## config.mk

```make
export PLATFORM = sky130hd
export DESIGN_NAME = dbgfrz_top
export DESIGN_NICKNAME = d
export VERILOG_FILES = /design/src/rtl/dbgfrz_pkg.sv /design/src/rtl/dbgfrz_regs.sv /design/src/rtl/dbgfrz_gate.sv /design/src/rtl/dbgfrz_counter.sv /design/src/rtl/dbgfrz_top.sv
export SDC_FILE = /design/constraint.sdc
export NUM_CORES = 1
export LEC_CHECK = 0
export BUFFER_PORTS_ARGS = -buffer_cell sky130_fd_sc_hd__buf_2
export CAP_MARGIN = 5
export CORE_MARGIN = 2
export CORE_UTILIZATION = 32
export DETAILED_ROUTE_END_ITERATION = 8
export PLACE_DENSITY = 0.63
export SLEW_MARGIN = 5
export SYNTH_ARGS = -nofsm -noshare
export SYNTH_HDL_FRONTEND = slang
export SYNTH_SLANG_ARGS = --single-unit
```

## constraint.sdc

```tcl
create_clock -name clk -period 1.5 [get_ports clk]
set_input_delay 0.225 -clock clk [delete_from_list [all_inputs] [get_ports clk]]
set_output_delay 0.225 -clock clk [all_outputs]
set_load 0.01 [all_outputs]
```

## src/rtl/dbgfrz_pkg.sv

```systemverilog
package dbgfrz_pkg;

  localparam int unsigned REG_W = 32;
  localparam int unsigned BE_W  = REG_W / 8;

  // configuration register fields
  localparam int unsigned CB_SLEEP   = 0;
  localparam int unsigned CB_STOP    = 1;
  localparam int unsigned CB_STANDBY = 2;
  localparam int unsigned CB_TRC_EN  = 5;
  localparam int unsigned CB_TRC_LO  = 6;
  localparam logic [REG_W-1:0] CFG_MASK = 32'h0000_00E7;

  // freeze register fields
  localparam int unsigned FB_TIM = 0;
  localparam int unsigned FB_WDG = 1;
  localparam int unsigned FB_CAN = 2;
  localparam int unsigned FB_I2C = 3;
  localparam logic [REG_W-1:0] FRZ_MASK = 32'h0000_000F;

  typedef struct packed {
    logic       sleep;
    logic       stop;
    logic       standby;
    logic       trc_en;
    logic [1:0] trc_mode;
  } lp_cfg_t;

  typedef struct packed {
    logic tim;
    logic wdg;
    logic can;
    logic i2c;
  } frz_t;

  function automatic logic full_word(input logic [BE_W-1:0] be);
    return &be;
  endfunction

  function automatic logic hold_active(input logic halted, input logic frz_bit);
    return halted & frz_bit;
  endfunction

endpackage

```

## src/rtl/dbgfrz_regs.sv

```systemverilog
module dbgfrz_regs
  import dbgfrz_pkg::*;
#(
  parameter int unsigned ADDR_W  = 2,
  parameter int unsigned CFG_IDX = 0,
  parameter int unsigned FRZ_IDX = 1
) (
  input  logic              clk,
  input  logic              por_n,
  input  logic              wr_en,
  input  logic [ADDR_W-1:0] addr,
  input  logic [BE_W-1:0]   be,
  input  logic [REG_W-1:0]  wdata,
  output logic [REG_W-1:0]  rdata,
  output lp_cfg_t           cfg_o,
  output frz_t              frz_o
);

  logic [REG_W-1:0] cfg_q;
  logic [REG_W-1:0] frz_q;
  logic             full_wr;
  logic             cfg_we;
  logic             frz_we;

  assign full_wr = wr_en && full_word(be);
  assign cfg_we  = full_wr && (addr == ADDR_W'(CFG_IDX));
  assign frz_we  = full_wr && (addr == ADDR_W'(FRZ_IDX));

  // power-on reset only; system reset never touches these
  always_ff @(posedge clk or negedge por_n) begin
    if (!por_n) begin
      cfg_q <= '0;
      frz_q <= '0;
    end else begin
      if (cfg_we) cfg_q <= wdata & CFG_MASK;
      if (frz_we) frz_q <= wdata & FRZ_MASK;
    end
  end

  always_comb begin
    if (addr == ADDR_W'(CFG_IDX))      rdata = cfg_q;
    else if (addr == ADDR_W'(FRZ_IDX)) rdata = frz_q;
    else                               rdata = '0;
  end

  always_comb begin
    cfg_o.sleep    = cfg_q[CB_SLEEP];
    cfg_o.stop     = cfg_q[CB_STOP];
    cfg_o.standby  = cfg_q[CB_STANDBY];
    cfg_o.trc_en   = cfg_q[CB_TRC_EN];
    cfg_o.trc_mode = cfg_q[CB_TRC_LO +: 2];
    frz_o.tim      = frz_q[FB_TIM];
    frz_o.wdg      = frz_q[FB_WDG];
    frz_o.can      = frz_q[FB_CAN];
    frz_o.i2c      = frz_q[FB_I2C];
  end


  partial_wr_ignored_chk: assert property (@(posedge clk) disable iff (!por_n)
    (wr_en && !(&be)) |=> ($stable(cfg_q) && $stable(frz_q)));


  cfg_store_chk: assert property (@(posedge clk) disable iff (!por_n)
    (wr_en && (&be) && addr == ADDR_W'(CFG_IDX)) |=> (cfg_q == ($past(wdata) & CFG_MASK)));


  frz_store_chk: assert property (@(posedge clk) disable iff (!por_n)
    (wr_en && (&be) && addr == ADDR_W'(FRZ_IDX)) |=> (frz_q == ($past(wdata) & FRZ_MASK)));

endmodule

```

## src/rtl/dbgfrz_gate.sv

```systemverilog
module dbgfrz_gate
  import dbgfrz_pkg::*;
(
  input  logic clk,
  input  logic sys_rst_n,
  input  logic core_halted,
  input  frz_t frz,
  output logic tim_en,
  output logic wdg_en,
  output logic can_hold,
  output logic smb_hold,
  output logic cmp_off
);

  logic tim_frozen;
  logic wdg_frozen;

  assign tim_frozen = hold_active(core_halted, frz.tim);
  assign wdg_frozen = hold_active(core_halted, frz.wdg);
  assign tim_en     = !tim_frozen;
  assign wdg_en     = !wdg_frozen;
  assign can_hold   = hold_active(core_halted, frz.can);
  assign smb_hold   = hold_active(core_halted, frz.i2c);

  // registered so the output pair changes only on a clock edge
  always_ff @(posedge clk or negedge sys_rst_n) begin
    if (!sys_rst_n) cmp_off <= 1'b0;
    else            cmp_off <= tim_frozen;
  end


  running_no_hold_chk: assert property (@(posedge clk) disable iff (!sys_rst_n)
    !core_halted |-> (tim_en && wdg_en && !can_hold && !smb_hold));


  off_enter_chk: assert property (@(posedge clk) disable iff (!sys_rst_n)
    (core_halted && frz.tim) |=> cmp_off);


  off_leave_chk: assert property (@(posedge clk) disable iff (!sys_rst_n)
    !core_halted |=> !cmp_off);

endmodule

```

## src/rtl/dbgfrz_counter.sv

```systemverilog
module dbgfrz_counter #(
  parameter int unsigned CNT_W = 8
) (
  input  logic             clk,
  input  logic             rst_n,
  input  logic             en,
  output logic [CNT_W-1:0] cnt
);

  function automatic logic [CNT_W-1:0] step(input logic [CNT_W-1:0] v, input logic go);
    return go ? v + CNT_W'(1) : v;
  endfunction

  always_ff @(posedge clk or negedge rst_n) begin
    if (!rst_n) cnt <= '0;
    else        cnt <= step(cnt, en);
  end


  hold_when_off_chk: assert property (@(posedge clk) disable iff (!rst_n)
    !en |=> $stable(cnt));


  step_when_on_chk: assert property (@(posedge clk) disable iff (!rst_n)
    en |=> (cnt == CNT_W'($past(cnt) + CNT_W'(1))));

endmodule

```

## src/rtl/dbgfrz_top.sv

```systemverilog
module dbgfrz_top
  import dbgfrz_pkg::*;
#(
  parameter int unsigned CNT_W = 8,
  parameter int unsigned DUTY  = 128
) (
  input  logic        clk,
  input  logic        por_n,
  input  logic        sys_rst_n,
  input  logic        core_halted,
  input  logic        reg_wr,
  input  logic [1:0]  reg_addr,
  input  logic [3:0]  reg_be,
  input  logic [31:0] reg_wdata,
  output logic [31:0] reg_rdata,
  output logic        dbg_sleep,
  output logic        dbg_stop,
  output logic        dbg_standby,
  output logic        trace_pin_en,
  output logic [1:0]  trace_mode,
  output logic [7:0]  tim_cnt,
  output logic [7:0]  wdg_cnt,
  output logic        tim_out_p,
  output logic        tim_out_n,
  output logic        can_rx_hold,
  output logic        smb_to_hold
);

  localparam int unsigned NUM_CNT = 2;
  localparam int unsigned TIM_IX  = 0;
  localparam int unsigned WDG_IX  = 1;

  lp_cfg_t            cfg;
  frz_t               frz;
  logic [NUM_CNT-1:0] cnt_en;
  logic [CNT_W-1:0]   cnt_val [NUM_CNT];
  logic               cmp_off;
  logic               pwm_hi;

  dbgfrz_regs #(.ADDR_W(2)) u_regs (
    .clk   (clk),
    .por_n (por_n),
    .wr_en (reg_wr),
    .addr  (reg_addr),
    .be    (reg_be),
    .wdata (reg_wdata),
    .rdata (reg_rdata),
    .cfg_o (cfg),
    .frz_o (frz)
  );

  dbgfrz_gate u_gate (
    .clk         (clk),
    .sys_rst_n   (sys_rst_n),
    .core_halted (core_halted),
    .frz         (frz),
    .tim_en      (cnt_en[TIM_IX]),
    .wdg_en      (cnt_en[WDG_IX]),
    .can_hold    (can_rx_hold),
    .smb_hold    (smb_to_hold),
    .cmp_off     (cmp_off)
  );

  for (genvar g = 0; g < NUM_CNT; g++) begin : g_cnt
    dbgfrz_counter #(.CNT_W(CNT_W)) u_cnt (
      .clk   (clk),
      .rst_n (sys_rst_n),
      .en    (cnt_en[g]),
      .cnt   (cnt_val[g])
    );
  end

  assign pwm_hi       = cnt_val[TIM_IX] < CNT_W'(DUTY);
  assign tim_out_p    = pwm_hi & ~cmp_off;
  assign tim_out_n    = ~pwm_hi & ~cmp_off;
  assign tim_cnt      = 8'(cnt_val[TIM_IX]);
  assign wdg_cnt      = 8'(cnt_val[WDG_IX]);

  assign dbg_sleep    = cfg.sleep;
  assign dbg_stop     = cfg.stop;
  assign dbg_standby  = cfg.standby;
  assign trace_pin_en = cfg.trc_en;
  assign trace_mode   = cfg.trc_mode;


  tim_frozen_chk: assert property (@(posedge clk) disable iff (!sys_rst_n || !por_n)
    (core_halted && frz.tim) |=> $stable(tim_cnt));


  wdg_frozen_chk: assert property (@(posedge clk) disable iff (!sys_rst_n || !por_n)
    (core_halted && frz.wdg) |=> $stable(wdg_cnt));


  comp_pair_chk: assert property (@(posedge clk) disable iff (!sys_rst_n || !por_n)
    !cmp_off |-> (tim_out_p ^ tim_out_n));

endmodule

```

==> results of run 1 <==
path summary, 6_finish.rpt:
path	cells after the start	endpoint	slack, ns	start
worst min-delay path	2	u_regs.cfg_q[7]	0.18	reg_wdata[7]
min in group asynchronous	2	u_regs.cfg_q[0]	0.33	por_n
max in group asynchronous	2	g_cnt[1].u_cnt.cnt[1]	0.83	sys_rst_n
worst max register to register	3	g_cnt[0].u_cnt.cnt[6]	0.33	g_cnt[0].u_cnt.cnt[0]
worst max-delay path	3	reg_rdata[0]	0.25	u_regs.frz_q[0]
worst min register to register	1	g_cnt[1].u_cnt.cnt[7]	0.48	g_cnt[1].u_cnt.cnt[7]
stage by stage:
step	utilization [%]	power, mW
final	39.9	2.69
after global routing	39.9	2.90
after CTS	39.9	2.74
after detailed placement	38.3	2.30
after global placement	38.3	2.27
after floorplan	-	1.93
critical path, cell delays in order, from the launching register on:
cell and delay, ns:
dfrtp_1 0.42, mux2i_1 0.15, nor2_1 0.05, buf_2 0.14
logic make-up after synthesis:
kind of cell             after synthesis  share of synthesized area [%]
XOR/XNOR                              14                           8.33
adder cells (fa/ha/maj)                2                           1.70
buffers and inverters                 27                           13.8
flip-flops                            27                           45.9
multiplexers                          15                           12.2
other                                  1                          0.255
AND/OR/NAND/NOR                       38                           17.8
what timing repair did:
item / in CTS / in global routing
hold buffers: 2 / 0
gates resized for setup: 0 / 0
buffers inserted: 0 / 0
hold endpoints to repair: 27 / 0
placed cells by master, fill, tap and decap left out:
cell	instances
clkinvlp_4	1
nand4_1	6
nand2_1	6
nor3_1	1
inv_2	1
ha_1	2
mux2_4	4
mux2_2	8
nand4_4	1
clkbuf_8	3
conb_1	25
nor4b_2	1
nand2_2	1
and3_1	3
dfrtp_1	27
nor2b_4	1
and4_4	1
nor2_1	4
and2_2	3
mux2i_1	3
xnor2_1	10
nor4_2	1
and2_1	4
xor2_1	4
dlygate4sd3_1	2
nor2_4	1
nand4b_1	1
buf_2	50
nand3_1	2
nor2b_1	1
final cells by class:
cell class / instances / area (sq um)
Inverter: 1 / 3.75
Fill cell: 429 / 2640
Tap cell: 52 / 65.1
Timing Repair Buffer: 52 / 270
Clock buffer: 3 / 41.3
Multi-Input combinational cell: 94 / 684
Sequential cell: 27 / 676
Clock inverter: 1 / 7.51
state kept, by name, indices dropped and copies added (netlist names):
register / cells
g_cnt.u_cnt.cnt: 16
u_regs.frz_q: 4
u_regs.cfg_q: 6
u_gate.cmp_off: 1
power by group through the flow:
| stage | clock (mW) | sequential, mW | combinational (mW) |
|---|---|---|---|
| after floorplan | 0 | 1.35 | 0.576 |
| final | 0.422 | 1.28 | 0.990 |
| after detailed placement | 0 | 1.30 | 1.00 |
| after global routing | 0.484 | 1.33 | 1.09 |
| after CTS | 0.445 | 1.29 | 1.01 |
| after global placement | 0 | 1.29 | 0.979 |
per-layer routing:
| metal | vias up | wire (microns) | global-route usage [%] |
|---|---|---|---|
| met3 | 2 | 221 | 3.94 |
| li1 | 474 | - | - |
| met5 | - | 0 | 0 |
| met2 | 53 | 1190 | 15.1 |
| met1 | 461 | 1190 | 13.8 |
| met4 | 0 | 12 | 1.89 |
==> flow_metrics.tcl, run 1 <==
set metrics [dict create \
    synth_warnings 0 \
    drt_iter0_drc 26 \
    cts_buffer_depth 2 \
    viasPerCell 4.30 \
    synth_top_area_share_pct 45.9 \
    fin_hold_ws_ns 0.180 \
    rsz0062_at_grt "false" \
    synthTopCellsByArea "dfrtp_1 (46%), buf_4 (13%), mux2_2 (6.1%)" \
    status "finished, final reports clean" \
    p_leak_nw 0.903 \
    post-place-ws_ns 0.212 \
    diodes 0 \
    dr.pass1.iters 4 \
    finalSetupViolations 0 \
    clock-sinks 27 \
    grt_pass1_wl_microns 4030 \
    vias 990 \
    rows 24 \
    endpoint_kind "output port" \
    cts_tree "yes" \
    p_int_mw 1.68 \
    core-area_sq_um 4380 \
    drive_above_1_share_pct 43.3 \
    slew_viol_final 0 \
    initial_core_util_pct 33.6 \
    synthArstFlopShare_pct 100 \
    synth_cell_types 28 \
    place_congestion 0.713 \
    instances_no_fill 230 \
    netlist_top_cells_count "dfrtp_1 (27), buf_4 (25), xnor2_1 (10)" \
    routed_wl_microns 2610 \
    place_area_sq_um 1680 \
    grt_use_total_pct 10.0 \
    io_pins 101 \
    synth_ff_type "dfrtp_1" \
    swShare_pct 37.6 \
    drcViolationCount 0 \
    grt_pass1_vias 885 \
    nNetsFinal 224 \
    antenna_found_initial 0 \
    switching_power_mw 1.01 \
    insertion_delay_ns 0.27 \
    syn_avg_cell_area_sq_um 11.9 \
    drv_cap 0 \
    synth_most_common_cell "dfrtp_1" \
    synth_area_sq_um 1470 \
    hold_violations 0 \
    root_buffer "clkbuf_8" \
    yosysSeqAreaShare_pct 45.9 \
    h-tree-depth 1 \
    overflow 0 \
    max_freq_mhz 800 \
    critPathLaunchType "flop" \
    cp_max_fo 3 \
    setup_tns_ns 0 \
    synthCells 124 \
    postLayoutCellArea_sq_um 1750 \
    ant_nets 0 \
    die_h_microns 71.8 \
    path_clk_slew_ns 0.09 \
    period_share_pct 83.4 \
    synth-edff-count 0 \
    power_density_nw_per_um2 1540 \
    die_x_microns 71.8 \
    wl_per_cell_microns 11.4 \
    hpwl_microns 2030 \
    fin_ws_ns 0.249 \
    cts_buffers 3 \
    timing.critical_path.arrival_ns 1.03 \
    clock_skew_ns 0.00601 \
    dp_cells 224 \
    critPathKind "flop to output port" \
    critPathRequiredTime_ns 1.27 \
    fin_crit_ns 1.25 \
    io_buffers 50 \
    die-area_sq_um 5160 \
    synthToLayoutAreaGrowth_pct 18.7 \
    yosys.area.top_type "dfrtp_1" \
    vdd_drop_max_uv 636 \
    p_clk_share_pct 15.7 \
    synth_seq_cells 27 \
    seq_power_share_pct 47.5 \
    grt_max_degree 18 \
    p_comb_share_pct 36.8 \
    hold_path.class "primary input to flop" \
]
Note: power is estimated with default switching activity, not from simulation.
==> inputs of run 2 (changes only) <==
--- a/config.mk
+++ b/config.mk
@@ -5,12 +5,13 @@
 export SDC_FILE = /design/constraint.sdc
 export NUM_CORES = 1
 export LEC_CHECK = 0
+export ABC_AREA = 1
 export BUFFER_PORTS_ARGS = -buffer_cell sky130_fd_sc_hd__buf_2
 export CAP_MARGIN = 5
 export CORE_MARGIN = 2
 export CORE_UTILIZATION = 32
 export DETAILED_ROUTE_END_ITERATION = 8
-export PLACE_DENSITY = 0.63
+export PLACE_DENSITY = 0.61
 export SLEW_MARGIN = 5
 export SYNTH_ARGS = -nofsm -noshare
 export SYNTH_HDL_FRONTEND = slang
==> constraint.sdc (replaced) <==
create_clock -name clk -period 1.27 [get_ports clk]
set_input_delay 0.1905 -clock clk [delete_from_list [all_inputs] [get_ports clk]]
set_output_delay 0.1905 -clock clk [all_outputs]
set_load 0.01 [all_outputs]
==> run 2 against run 1 <==
Global-route usage rose by 1.1 points; non-clock buffer count increased by 3; area after synthesis is 7.1% higher; via count increased by 22%; sequential share of layout area down 3.3 points; register-to-register slack lost 0.15 ns.
==> flow_metrics.tcl, run 2 <==
set metrics [dict create \
    status "finished, final reports clean" \
    routed_wl_microns 2940 \
    muxShareOfSynthArea_pct 0 \
    initial_core_util_pct 33.4 \
    power_mw 3.40 \
    io_buffers 50 \
    synth_warnings 0 \
    synthCells 185 \
    synth_cell_types 22 \
    p_comb_share_pct 41.2 \
    cts_tree "yes" \
    overflow 0 \
    cts_buffer_depth 2 \
    min_from "reg_wdata[3]" \
    dp_cells 301 \
    root_buffer "clkbuf_8" \
    die_h_microns 74.2 \
    largest_reg_flops 16 \
    top_regs "g_cnt.u_cnt.cnt (16), u_regs.cfg_q (6), u_regs.frz_q (4)" \
    core-area_sq_um 4720 \
    vdd_drop_max_uv 938 \
    hold_violations 0 \
    clock_skew_ns 0.0115 \
    vias 1205 \
    synth_compound_area_share_pct 6.82 \
    cp_max_fo 3 \
    drcViolationCount 0 \
    yosys.area_share.simple_pct 24.1 \
    nNetsFinal 288 \
    place_congestion 0.758 \
    setup_tns_ns 0 \
    yosysSeqAreaShare_pct 42.8 \
    grt_pass1_vias 1098 \
    max_freq_mhz 810 \
    p_clk_share_pct 14.8 \
    path_clk_slew_ns 0.10 \
    p_leak_nw 1.09 \
    period_share_pct 97.2 \
    power_density_nw_per_um2 1780 \
    h-tree-depth 1 \
    post-place-ws_ns 0.180 \
    met3_length_microns 123 \
    switching_power_mw 1.39 \
    synth-edff-count 0 \
    fin_crit_ns 1.23 \
    syn_avg_cell_area_sq_um 8.53 \
    fin_ws_ns 0.0361 \
    highest_layer "met4" \
    ant_nets 0 \
    die-area_sq_um 5510 \
    synth_top_family_by_area "simple AND/OR/NAND/NOR gates" \
    instances_no_fill 309 \
    p_int_mw 2.00 \
    regMostFlops "g_cnt.u_cnt.cnt" \
    synth_ff_type "dfrtp_1" \
    r2r_start "g_cnt[0].u_cnt.cnt[1]" \
    critPathKind "flop to output port" \
    grt_pass1_wl_microns 4740 \
    slew_viol_final 0 \
    drt_iter0_drc 27 \
    seq_power_share_pct 44.0 \
    synth_fa_ha_area_share_pct 1.59 \
    synth_area_sq_um 1580 \
    diodes 0 \
    dr.pass1.iters 4 \
    io_pins 101 \
    num-fill-cells 490 \
    startpoint "u_regs.frz_q[1]" \
    met1Wirelength_microns 1300 \
    synth_seq_cells 27 \
    antenna_found_initial 0 \
    insertion_delay_ns 0.28 \
    critPathLaunchType "flop" \
    yosys.area.top_type "dfrtp_1" \
    swShare_pct 41.0 \
    layout_commonest_cell "buf_2" \
    hpwl_microns 2320 \
    cts_buffers 3 \
    finalSetupViolations 0 \
    wl_met2_microns 1480 \
    endpoint_kind "output port" \
    layout_common_cells "buf_2 (48), nand2_1 (46), inv_1 (31)" \
    grt_use_total_pct 11.2 \
    hold_path.class "primary input to flop" \
    rsz0062_at_grt "false" \
    finish.utilization_pct 40.5 \
    synthTopCellsByArea "dfrtp_1 (43%), buf_4 (12%), nand2_1 (11%)" \
    viasPerCell 3.90 \
    wl_per_cell_microns 9.50 \
    synthToLayoutAreaGrowth_pct 21.2 \
    die_x_microns 74.2 \
    grt_max_degree 18 \
    rows 25 \
    drv_cap 0 \
    netlist_top_cells_count "nand2_1 (46), inv_1 (31), dfrtp_1 (27)" \
    timing.critical_path.arrival_ns 1.04 \
    synth_top_area_share_pct 42.8 \
    synth_most_common_cell "nand2_1" \
    clock-sinks 27 \
    yosys.area_share.xor_xnor_pct 4.44 \
    drive_above_1_share_pct 31.8 \
    synthArstFlopShare_pct 100 \
    critPathRequiredTime_ns 1.08 \
]
## run 2: power by group through the flow
stage               Sequential [mW]  Combinational, mW  Clock [mW]
floorplan                      1.61              0.808           0
global route                   1.55               1.61       0.557
finish                         1.49               1.40       0.503
global placement               1.52               1.37           0
detailed placement             1.52               1.39           0
CTS                            1.51               1.40       0.533
## run 2: timing repair
item | CTS | global route
endpoints found under the setup margin | 0 | 4
resized for setup | 0 | 3
setup buffers | 0 | 2
hold endpoints to repair | 27 | 0
hold buffers | 2 | 0
## run 2: worst paths after layout
check                                   endpoint  slack [ns]  depth (start not counted)
max                                 reg_rdata[1]        0.04                          2
min                              u_regs.frz_q[3]        0.15                          3
max reg2reg                g_cnt[0].u_cnt.cnt[6]        0.18                          6
min reg2reg                      u_regs.cfg_q[5]        0.51                          2
max in group asynchronous  g_cnt[1].u_cnt.cnt[1]        0.62                          2
min in group asynchronous        u_regs.frz_q[3]        0.29                          2
## run 2: metrics by stage
step           cell area (sq um)  hold WS [ns]
2_1_floorplan               1670        -0.105
3_3_place_gp                1810        0.0641
3_5_place_dp                1810        0.0654
4_1_cts                     1880         0.143
5_1_grt                     1910         0.156
6_report                    1910         0.148
## run 2: kinds of logic (layout without fill, tap and decap cells)
| family | count (synthesis) | count (layout) |
|---|---|---|
| compound gates | 14 | 14 |
| xor+xnor | 8 | 8 |
| fa+ha+maj | 2 | 2 |
| buf+inv | 57 | 90 |
| flops | 27 | 27 |
| other cells | 1 | 25 |
| simple gates | 76 | 76 |
## run 2: worst max-delay path: stages, from the launching register on
cell and delay [ns]:
dfrtp_1 0.42, a22o_2 0.24, buf_6 0.12
## run 2: area by class of cell
class | instances | area [sq um] | share of cell area, %
Tap cell | 67 | 83.8 | 4.38
Clock inverter | 1 | 7.51 | 0.393
Inverter | 31 | 116 | 6.09
Clock buffer | 3 | 41.3 | 2.16
Sequential cell | 27 | 676 | 35.3
Multi-Input combinational cell | 125 | 682 | 35.7
Timing Repair Buffer | 55 | 305 | 16.0
## run 2: per-layer routing
layer | global-route usage, % | vias to the layer above
met2 | 19.8 | 30
met1 | 13.4 | 547
li1 | - | 626
met5 | 0 | -
met3 | 2.17 | 2
met4 | 4.17 | 0
